--- src/rtl/flash_op_poller.sv ---
module flash_op_poller #(
  parameter int ADDR_W        = 19,
  parameter int CLK_PERIOD_NS = 20,
  parameter int STROBE_CYC    = 2,
  parameter int HOLD_CYC      = 1,
  parameter int READ_CYC      = 2,
  parameter int TIMEOUT_POLLS = 4096,
  parameter logic [ADDR_W-1:0] UNL_ADDR_A = 'h5555,
  parameter logic [ADDR_W-1:0] UNL_ADDR_B = 'h2AAA,
  parameter logic [7:0] UNL_DATA_A  = 8'hAA,
  parameter logic [7:0] UNL_DATA_B  = 8'h55,
  parameter logic [7:0] CMD_PROGRAM = 8'hA0,
  parameter logic [7:0] CMD_ERASE   = 8'h80,
  parameter logic [7:0] CMD_SECTOR  = 8'h30,
  parameter logic [7:0] CMD_CHIP    = 8'h10
) (
  input  logic              clk,
  input  logic              rst_n,
  input  logic              req_valid,
  output logic              req_ready,
  input  logic [1:0]        req_op,
  input  logic              req_toggle,
  input  logic [ADDR_W-1:0] req_addr,
  input  logic [7:0]        req_data,
  output logic              done,
  output logic              err,
  output logic [7:0]        last_read,
  output logic [ADDR_W-1:0] fl_addr,
  output logic [7:0]        fl_wdata,
  output logic              fl_wdrive,
  input  logic [7:0]        fl_rdata,
  output logic              fl_ce_n,
  output logic              fl_oe_n,
  output logic              fl_we_n
);

  localparam int MIN_STB = 5 / CLK_PERIOD_NS + 1;
  localparam int STB  = (STROBE_CYC > MIN_STB) ? STROBE_CYC : MIN_STB;
  localparam int HLD  = (HOLD_CYC > 1) ? HOLD_CYC : 1;
  localparam int RDC  = (READ_CYC > 1) ? READ_CYC : 1;
  localparam int TPL  = (TIMEOUT_POLLS > 1) ? TIMEOUT_POLLS : 1;
  localparam int CM1  = (STB > HLD) ? STB : HLD;
  localparam int CMAX = (CM1 > RDC) ? CM1 : RDC;
  localparam int CW   = $clog2(CMAX + 1);
  localparam int TW   = $clog2(TPL + 1);

  typedef enum logic [2:0] {S_IDLE, S_WLO, S_WHI, S_RD, S_GAP, S_RPT} st_t;

  st_t              state;
  logic [CW-1:0]    cnt;
  logic [2:0]       widx;
  logic [1:0]       op_q;
  logic             tog_q;
  logic [ADDR_W-1:0] addr_q;
  logic [7:0]       data_q;
  logic [TW-1:0]    polls;
  logic             confirm;
  logic             have_prev;
  logic             prev6;
  logic [7:0]       rd_q;
  logic             err_q;

  logic              is_prog, is_chip, rd_ok;
  logic [2:0]        last_w;
  logic [ADDR_W-1:0] w_addr;
  logic [7:0]        w_data;

  assign is_prog = (op_q == 2'b00);
  assign is_chip = op_q[1];
  assign last_w  = is_prog ? 3'd3 : 3'd5;

  always_comb begin
    w_addr = UNL_ADDR_A;
    w_data = UNL_DATA_A;
    case (widx)
      3'd1, 3'd4: begin
        w_addr = UNL_ADDR_B;
        w_data = UNL_DATA_B;
      end
      3'd2: w_data = is_prog ? CMD_PROGRAM : CMD_ERASE;
      3'd3: if (is_prog) begin
        w_addr = addr_q;
        w_data = data_q;
      end
      3'd5: begin
        w_addr = is_chip ? UNL_ADDR_A : addr_q;
        w_data = is_chip ? CMD_CHIP : CMD_SECTOR;
      end
      default: ;
    endcase
  end

  assign rd_ok = tog_q   ? (have_prev && (fl_rdata[6] == prev6)) :
                 is_prog ? (fl_rdata[7] == data_q[7]) : fl_rdata[7];

  always_ff @(posedge clk) begin
    if (!rst_n) begin
      state     <= S_IDLE;
      cnt       <= '0;
      widx      <= '0;
      op_q      <= '0;
      tog_q     <= 1'b0;
      addr_q    <= '0;
      data_q    <= '0;
      polls     <= '0;
      confirm   <= 1'b0;
      have_prev <= 1'b0;
      prev6     <= 1'b0;
      rd_q      <= '0;
      err_q     <= 1'b0;
    end else begin
      case (state)
        S_IDLE: if (req_valid) begin
          op_q   <= req_op;
          tog_q  <= req_toggle;
          addr_q <= req_addr;
          data_q <= req_data;
          widx   <= '0;
          cnt    <= '0;
          state  <= S_WLO;
        end
        S_WLO: begin
          if (cnt == CW'(STB - 1)) begin
            cnt   <= '0;
            state <= S_WHI;
          end else cnt <= cnt + 1'b1;
        end
        S_WHI: begin
          if (cnt == CW'(HLD - 1)) begin
            cnt <= '0;
            if (widx == last_w) begin
              polls     <= '0;
              confirm   <= 1'b0;
              have_prev <= 1'b0;
              state     <= S_RD;
            end else begin
              widx  <= widx + 3'd1;
              state <= S_WLO;
            end
          end else cnt <= cnt + 1'b1;
        end
        S_RD: begin
          if (cnt == CW'(RDC - 1)) begin
            cnt       <= '0;
            rd_q      <= fl_rdata;
            prev6     <= fl_rdata[6];
            have_prev <= 1'b1;
            if (rd_ok) begin
              err_q <= 1'b0;
              state <= S_RPT;
            end else if (confirm) begin
              err_q <= 1'b1;
              state <= S_RPT;
            end else begin
              if (polls == TW'(TPL - 1)) confirm <= 1'b1;
              polls <= polls + 1'b1;
              state <= S_GAP;
            end
          end else cnt <= cnt + 1'b1;
        end
        S_GAP: state <= S_RD;
        default: state <= S_IDLE;
      endcase
    end
  end

  assign req_ready = (state == S_IDLE);
  assign done      = (state == S_RPT) && !err_q;
  assign err       = (state == S_RPT) && err_q;
  assign last_read = rd_q;
  assign fl_we_n   = !(state == S_WLO);
  assign fl_oe_n   = !(state == S_RD);
  assign fl_ce_n   = !((state == S_WLO) || (state == S_RD));
  assign fl_wdrive = (state == S_WLO) || (state == S_WHI);
  assign fl_addr   = ((state == S_RD) || (state == S_GAP)) ? addr_q : w_addr;
  assign fl_wdata  = w_data;

  assert_accept_drops_ready_R10: assert property (@(posedge clk) disable iff (!rst_n)
    (req_valid && req_ready) |=> !req_ready);

  assert_ready_after_report_R10: assert property (@(posedge clk) disable iff (!rst_n)
    (done || err) |=> req_ready);

  assert_single_result_R9: assert property (@(posedge clk) disable iff (!rst_n)
    $onehot0({done, err}));

  assert_read_after_last_write_R4: assert property (@(posedge clk) disable iff (!rst_n)
    $fell(fl_oe_n) |-> (widx == last_w));

  assert_strobe_held_R3: assert property (@(posedge clk) disable iff (!rst_n)
    (STB > 1 && $fell(fl_we_n)) |=> !fl_we_n);

  assert_poll_program_R5: assert property (@(posedge clk) disable iff (!rst_n)
    (done && !tog_q && is_prog) |-> (last_read[7] == data_q[7]));

  assert_poll_erase_R6: assert property (@(posedge clk) disable iff (!rst_n)
    (done && !tog_q && !is_prog) |-> last_read[7]);

endmodule

--- config.mk ---
export PLATFORM = sky130hd
export DESIGN_NAME = flash_op_poller
export DESIGN_NICKNAME = d
export VERILOG_FILES = /design/src/rtl/flash_op_poller.sv
export SDC_FILE = /design/constraint.sdc
export NUM_CORES = 1
export LEC_CHECK = 0
export ABC_AREA = 1
export BUFFER_PORTS_ARGS = -buffer_cell sky130_fd_sc_hd__buf_2
export CORE_ASPECT_RATIO = 1.1
export CORE_MARGIN = 5
export CORE_UTILIZATION = 40
export CTS_CLUSTER_SIZE = 8
export DETAILED_ROUTE_END_ITERATION = 7
export PLACE_DENSITY = 0.6
export SKIP_CTS_REPAIR_TIMING = 1
export SLEW_MARGIN = 10
export SYNTH_ARGS = -nofsm -noshare
export SYNTH_HDL_FRONTEND = slang
export SYNTH_SLANG_ARGS = --single-unit
--- constraint.sdc ---
create_clock -name clk -period 3.3 [get_ports clk]
set_input_delay 0.33 -clock clk [delete_from_list [all_inputs] [get_ports clk]]
set_output_delay 0.33 -clock clk [all_outputs]
set_load 0.05 [all_outputs]
# ---- After elaboration in Yosys (flattened, before gate mapping)
# Index checks and enable logic that the tools add are counted.
dict set report classes {
  add_sub_neg 3
  n_eq_ne 23
  muxes 44
  n_reduce_logical 28
}
# cell n
set ops {}
lappend ops {{13-bit two-way mux} 5}
lappend ops {{19-bit two-way mux} 3}
lappend ops {{19-bit one-hot mux with 3 select lines} 1}
lappend ops {{8-bit one-hot mux with 4 select lines} 1}
lappend ops {{13-bit one-hot mux with 2 select lines} 1}
lappend ops {{3-bit two-way mux} 8}
lappend ops {{2-bit inequality test, second input constant} 8}
lappend ops {{3-bit one-hot mux with 5 select lines} 1}
lappend ops {{13-bit by 1-bit adder with 13-bit output, second input constant} 1}
lappend ops {{13-bit by 12-bit == test with 1-bit output, second input constant} 1}
lappend ops {{1-bit two-way mux} 13}
lappend ops {{3-bit by 2-bit == test with 1-bit output, second input constant} 4}
lappend ops {{3-bit == test, second input constant} 4}
lappend ops {{6-bit two-way mux} 2}
lappend ops {{4-bit AND reduction} 3}
lappend ops {{2-bit two-way mux} 4}
lappend ops {{8-bit two-way mux} 1}
lappend ops {{3-bit by 1-bit == test with 1-bit output, second input constant} 2}
lappend ops {{2-bit one-hot mux with 3 select lines} 1}
lappend ops {{3-bit one-hot mux with 2 select lines} 1}
lappend ops {{2-bit AND reduction} 3}
lappend ops {{6-bit AND reduction} 1}
lappend ops {{2-bit nonzero test} 3}
lappend ops {{5-bit AND reduction} 1}
lappend ops {{other kinds (14)} 25}
dict set report word_totals {
  ff_bits 63
  elab_cells 111
}

# ---- Logic depth before layout (Yosys ltp)
# Gate-level depths: netlist (run 1).
dict set report depth {
  ltp_word 6
  ltp_mapped 11
  mapped_depth_nobuf 11
}

# ---- Least setup slack after synthesis (run 1)
# OpenSTA, ideal clock, no wires.
dict set report synth_path {
  path_type {register to output}
  from {register widx[0]}
  to {output fl_addr[11]}
  t_arrival_ns 2.333
  t_required_ns 2.970
  slack_ns 0.637
  path_stages_with_launch 10
  n_path_buf 1
  cell_sequence {dfxtp_1 ha_1 ha_1 inv_1 nor2_2 inv_1 nand2_1 a21oi_1 buf_4 o21ai_0}
}
dict set report synth_via {
  elab_chain_cells 4
  word_cells_on_any_way 7
  classes_between {4 x eq/ne; 2 x mux; 1 x reduce/logical}
}
# element line_no
set synth_lines {}
lappend synth_lines {{from (decl)} 51} ;# logic [2:0] widx;
lappend synth_lines {{from (signal assigned)} 137} ;# widx <= widx + 3'd1;
lappend synth_lines {{3-bit by 1-bit == test with 1-bit output / 3-bit == test (equally long branches)} 75} ;# case (widx)
lappend synth_lines {{2-bit OR reduction} 75}
lappend synth_lines {{19-bit one-hot mux with 3 select lines *} 75}
lappend synth_lines {{19-bit two-way mux *} 175} ;# assign fl_addr = ((state == S_RD) || (state == S_GAP)) ? addr_q : w_addr;
lappend synth_lines {{to (decl)} 28} ;# output logic [ADDR_W-1:0] fl_addr,
# Mark *: on every way between the ends. The rest lies on a longest branch, timed or not.

# ---- Worst setup path in the final report (run 1)
dict set report layout_path {
  from {register state[2]}
  to {output fl_addr[5]}
}
dict set report layout_via {
  elab_chain_cells 3
  word_cells_on_any_way 4
  classes_between {2 x eq/ne; 1 x mux; 1 x reduce/logical}
}
# element line_no
set layout_lines {}
lappend layout_lines {{from (decl)} 49} ;# st_t state;
lappend layout_lines {{from (signal assigned)} 98} ;# state <= S_IDLE;
lappend layout_lines {{from (signal assigned)} 120} ;# state <= S_WLO;
lappend layout_lines {{from (signal assigned)} 125} ;# state <= S_WHI;
lappend layout_lines {{3-bit by 2-bit == test with 1-bit output / 3-bit == test (equally long branches)} 175}
lappend layout_lines {{1-bit logical OR *} 175}
lappend layout_lines {{19-bit two-way mux *} 175}
# Marked as above.

==> impl_metrics.json, run 1 <==
{
  "switching_share_pct": 52.00,
  "total_power_uw": 3120,
  "io_buffers": 82,
  "routedWlPerCell_um": 12.94,
  "synth_area_um2": 3381,
  "drcViolationCount": 0,
  "rsz0062_at_grt": "no",
  "worst_path_max_delay_cell": "a21oi_1",
  "ctsRootBufferMaster": "clkbuf_8",
  "post_dp_cell_area_um2": 3826,
  "multi_input_comb_area_um2": 1764,
  "crit_buf_inv": 3,
  "critical_path_depth": 8,
  "pwr-share-seq_pct": 29.4,
  "endpoint_kind": "output pin",
  "grt_overflow_total": 0,
  "htree_levels": 3,
  "grt_max_degree": 60,
  "postRouteAntennaNets": 0,
  "p_clk_share_pct": 19.0,
  "grt_use_total_pct": 17.15,
  "fmax_mhz": 336.6,
  "grt_pass1_wl_mm": 14.78,
  "cts_tree": "built",
  "min_period_ns": 2.971,
  "p_sw_uw": 1622,
  "synth-seq-cells": 62,
  "vdd_drop_max_mv": 0.5158,
  "fin_tns_setup_ns": 0,
  "die_y_um": 106.4,
  "clock-sinks": 62,
  "clk_pin_slew_ns": 0.07,
  "yosys.area.top_type_share_pct": 36.71,
  "synth_nets": 550,
  "required_ns": 2.97,
  "gp_congestion": 0.8463,
  "start_util_pct": 40.63,
  "rrSetupSlack_ns": 1.31,
  "relSlewSlack_pct": 50.93,
  "seq_area_frac_synth_pct": 36.71,
  "routed_wirelength_mm": 8.904,
  "drive_above_1_share_pct": 20.28,
  "fin_nets": 622,
  "power_frac_comb_pct": 51.6,
  "register_area_um2": 1241,
  "rr_endpoint": "widx[0]",
  "max_stage_delay_ns": 0.67,
  "pin_count": 83,
  "drt_pass1_iterations": 4,
  "reg2reg_depth": 9,
  "tightest_slew_ns": 0.7360,
  "routed_via_density": 5.022,
  "antenna_found_initial": 1,
  "worst_path_most_repeated_cell": "inv_2",
  "numCtsBuffers": 9,
  "synth_cell_types": 36,
  "syn_to_final_growth_pct": 18.36,
  "placed_cells": 672,
  "cts_max_path_buffers": 2,
  "stdcell_count": 688,
  "yosysTopAreaCell": "dfxtp_1",
  "setup_viol": 0,
  "cp_top_family": "compound AO/OA/AOI/OAI gates",
  "grt_pass1_vias": 3242,
  "syn_inst": 500,
  "p_int_uw": 1497,
  "finClkSkew_ns": 0.009155,
  "worstSetupEndpoint": "fl_addr[5]",
  "startpoint": "state[2]",
  "hp-class": "in -> reg",
  "rows": 35,
  "fillers": 884,
  "drt_iter0_drc": 141,
  "hpwl_mm": 6.521,
  "die_x_um": 97.66,
  "min_period_over_period_pct": 90.03,
  "core_area_um2": 8320,
  "cp_max_fo": 15,
  "final_core_util_pct": 48.09,
  "diodes": 0,
  "vias": 3455,
  "r2r-start": "op_q[1]",
  "synthTopCellsByArea": "dfxtp_1, nand2_1, a21oi_1",
  "syn_area_per_cell_um2": 6.761,
  "p_per_area_nw_per_um2": 779.6,
  "worstPathCellList": "inv_2, nand2_2, nor2_4, inv_2, nand2_1, a21oi_1, o21ai_0, buf_2",
  "finalHoldViolCount": 0,
  "maxCapViolations": 0,
  "worst-setup-path-type": "reg -> out",
  "status": "completed",
  "synth_warnings": 0,
  "start_kind": "flop",
  "slew_violations": 0,
  "hold_depth": 3,
  "clk_latency_ns": 0.33,
  "worstPathArrival_ns": 2.64,
  "die-area_um2": 10390,
  "stdcell_area_um2": 4001,
  "p_leak_uw": 0.001667
}
placed cells by master (no fill, tap or decap), drive strengths merged, types with 4 or more instances in the layout:
cell	instances
nor4	4
ha	9
clkinv	4
a21oi	66
dfxtp	62
o21ai	65
a32oi	7
buf	84
inv	66
clkbuf	10
nor2	45
nand2	94
nand3	41
kinds of logic (layout without fill, tap and decap cells):
family          Yosys count  in the layout  synth area share [%]
simple gates            192            192                 24.98
compound gates          143            143                 22.84
fa+ha+maj                 9              9                 3.331
flops                    62             62                 36.71
buf+inv                  90            167                 11.10
xor+xnor                  4              4                 1.036
registers in the layout (all words and copies together), names as in the netlist:
name and flops:
addr_q 19, polls 13, data_q 8, last_read 8, state 3, widx 3, cnt 2, op_q 2
confirm 1, err_q 1, have_prev 1, tog_q 1
power by group through the flow:
| stage | clock (uW) | combinational (uW) | sequential (uW) |
|---|---|---|---|
| 6_report | 594 | 1610 | 917 |
| 4_1_cts | 613 | 1620 | 916 |
| 3_3_place_gp | 0 | 1620 | 929 |
| 5_1_grt | 645 | 1740 | 930 |
| 3_5_place_dp | 0 | 1620 | 933 |
| 2_1_floorplan | 0 | 1270 | 919 |
how the worst min path moves through the flow:
| stage | startpoint | endpoint | slack [ns] |
|---|---|---|---|
| after floorplan | addr_q[11] | addr_q[11] | 0.42 |
| after global placement | data_q[6] | data_q[6] | 0.44 |
| after detailed placement | data_q[6] | data_q[6] | 0.44 |
| after CTS | fl_rdata[1] | last_read[1] | 0.24 |
| after global routing | fl_rdata[1] | last_read[1] | 0.25 |
| final | fl_rdata[1] | last_read[1] | 0.26 |
stage by stage:
step / hold slack, ns / setup WS, ns
floorplan: 0.4245 / 0.6373
global placement: 0.4412 / 0.8017
detailed placement: 0.4434 / 0.6982
CTS: 0.2416 / 0.3118
global route: 0.2468 / 0.08017
finish: 0.2582 / 0.3291
cell type report:
| type | count | area share (%) |
|---|---|---|
| Tap cell | 111 | 3.471 |
| Multi-Input combinational cell | 348 | 44.09 |
| Sequential cell | 62 | 31.02 |
| Inverter | 67 | 6.410 |
| Clock inverter | 6 | 0.9381 |
| Timing Repair Buffer | 84 | 10.63 |
| Clock buffer | 10 | 3.440 |
worst register-to-register path, cell delays in order, from the launching register on:
cell,delay [ns]
dfxtp_1,0.51
inv_1,0.16
nand2_1,0.31
o21ai_1,0.12
nand3_1,0.12
nand2_1,0.15
a21oi_2,0.28
o21ai_0,0.13
nand2_1,0.07
nor2_1,0.05
cell usage after synthesis:
| master | count |
|---|---|
| xnor2_1 | 3 |
| nand4_1 | 3 |
| buf_2 | 5 |
| buf_6 | 2 |
| o211ai_1 | 1 |
| nor2_4 | 1 |
| o21ai_1 | 1 |
| nor4_1 | 4 |
| o21ai_0 | 63 |
| inv_2 | 4 |
| o21ai_4 | 1 |
| buf_1 | 1 |
| nand2_1 | 88 |
| nand3_1 | 41 |
| a21oi_1 | 65 |
| inv_6 | 1 |
| clkinv_1 | 1 |
| dfxtp_1 | 62 |
| o21bai_1 | 1 |
| nand2_4 | 3 |
| a32oi_1 | 7 |
| nor3_1 | 3 |
| a21oi_2 | 1 |
| inv_1 | 61 |
| clkbuf_1 | 12 |
| nand2_2 | 3 |
| nor2_1 | 41 |
| o2111ai_1 | 1 |
| buf_4 | 3 |
| xor2_1 | 1 |
| a22oi_1 | 1 |
| nor3b_1 | 1 |
| or2_1 | 1 |
| ha_1 | 9 |
| nor2_2 | 3 |
| a221oi_1 | 1 |
layer usage:
layer	share of wire [%]	global-route usage (%)	up-vias
met5	0.15	0	-
met4	1.3	5.045	2
met3	6.4	6.037	11
met2	49	30.12	69
met1	43	19.57	1581
li1	-	-	1792
No activity file was read; power rests on OpenSTA's default activity.
==> run 2, diff against run 1 <==
Settings changed: SLEW_MARGIN 10 to 5.
Clock period 3.3 ns to 3.7 ns, I/O delays scaled along.
==> impl_metrics.json, run 2 (synthesized netlist as in run 1, its figures left out) <==
{
  "status": "completed",
  "drt_pass1_iterations": 5,
  "finalWorstSetupSlack_ns": 0.6960,
  "rr_endpoint": "widx[0]",
  "r2r-start": "op_q[1]",
  "vdd_drop_max_mv": 0.3917,
  "drive_above_1_share_pct": 19.97,
  "grt_pass1_vias": 3210,
  "cts_tree": "built",
  "met3_length_um": 564,
  "maxCapViolations": 0,
  "clock-sinks": 62,
  "rsz0062_at_grt": "no",
  "grt_pass1_wl_mm": 15.01,
  "fin_tns_setup_ns": 0,
  "postRouteAntennaNets": 0,
  "grt_max_degree": 60,
  "clk_latency_ns": 0.33,
  "min_period_ns": 3.004,
  "wl_met2_mm": 4.293,
  "slew_violations": 0,
  "grt_use_total_pct": 17.35,
  "start_kind": "flop",
  "ctsRootBufferMaster": "clkbuf_8",
  "worstHoldStart": "fl_rdata[3]",
  "gp_congestion": 0.8473,
  "largest_register": "addr_q",
  "hold_depth": 3,
  "largest_reg_flops": 19,
  "vias": 3442,
  "layout_commonest_cell": "nand2_1",
  "fmax_mhz": 332.9,
  "htree_levels": 3,
  "clk_pin_slew_ns": 0.07,
  "syn_to_final_growth_pct": 19.87,
  "reg_top3": "addr_q (19), polls (13)",
  "die_y_um": 106.4,
  "p_per_area_nw_per_um2": 728.8,
  "highest_layer": "met5",
  "reg2reg_depth": 9,
  "worst-setup-path-type": "reg -> out",
  "io_buffers": 82,
  "endpoint_kind": "output pin",
  "grt_overflow_total": 0,
  "required_ns": 3.33,
  "worstPathArrival_ns": 2.63,
  "final_cell_mix": "nand2_1, buf_2, a21oi_1",
  "start_util_pct": 40.63,
  "cp_max_fo": 11,
  "relSlewSlack_pct": 46.47,
  "p_leak_uw": 0.001698,
  "drt_iter0_drc": 146,
  "dp_slack_ns": 1.041,
  "routedWlPerCell_um": 12.90,
  "die_x_um": 97.66,
  "tightest_slew_ns": 0.7980,
  "hpwl_mm": 6.407,
  "hp-class": "in -> reg",
  "worstHoldEndpoint": "last_read[3]",
  "cts_max_path_buffers": 2,
  "wl_met1_mm": 3.906,
  "finClkSkew_ns": 0.01282,
  "min_period_over_period_pct": 81.19,
  "pin_count": 83,
  "diodes": 0,
  "finalHoldViolCount": 0,
  "fillers": 850,
  "routed_wirelength_mm": 8.860,
  "rrSetupSlack_ns": 1.66,
  "drcViolationCount": 0,
  "fin_nets": 621,
  "rows": 35,
  "die-area_um2": 10390,
  "routed_via_density": 5.010,
  "antenna_found_initial": 1,
  "setup_viol": 0,
  "numCtsBuffers": 9,
  "core_area_um2": 8320
}
-- run 2: changes by cell type in the layout (fill, tap and decap cells not counted) --
cell	delta
buf_4	-1
bufinv_16	+2
clkbuf_1	+1
clkbuf_8	+2
clkinv_2	-2
clkinvlp_4	-3
-- run 2: power breakdown --
group          switching (uW)  internal, uW
sequential               61.5           757
clock                     262           434
combinational            1120           320
-- run 2: metrics by stage --
stage                     util (%)  hold slack [ns]  power, uW  std cells  area (um^2)
after global placement       45.89           0.4405       2270        671         3819
after CTS                    48.71           0.2884       2984        687         4053
after floorplan                  -           0.4245       1952        500         3381
final                        48.71           0.3075       2954        687         4053
after global routing         48.71           0.2978       3132        687         4053
after detailed placement     45.89           0.4436       2276        671         3819
-- run 2: layout make-up --
cell class	instances	area [um^2]	area share [%]
inverter	67	256.5	6.329
clock inverter	3	65.06	1.605
timing repair buffer	83	417.9	10.31
clock buffer	13	168.9	4.168
tap	111	138.9	3.427
sequential	62	1241	30.63
multi-input combinational	348	1764	43.53
-- run 2: worst max-delay path, cell delays in order (launching register included) --
cell,delay [ns]
dfxtp_1,0.37
ha_1,0.22
ha_1,0.30
inv_1,0.15
nor2_2,0.06
inv_1,0.14
nand2_1,0.07
a21oi_1,0.57
o21ai_0,0.18
buf_2,0.25
-- run 2: per-layer routing --
layer,up-vias,global-route usage [%]
li1,1793,-
met1,1559,21.05
met2,79,29.63
met3,9,5.643
met4,2,4.451
met5,-,0
-- run 2: worst max-delay path by stage --
stage	start	endpoint	slack, ns
floorplan	widx[0]	fl_addr[11]	1.0
global placement	state[2]	fl_addr[13]	1.16
detailed placement	widx[0]	fl_addr[11]	1.04
CTS	state[2]	fl_addr[11]	0.67
global route	widx[2]	fl_addr[3]	0.49
finish	widx[0]	fl_addr[11]	0.70
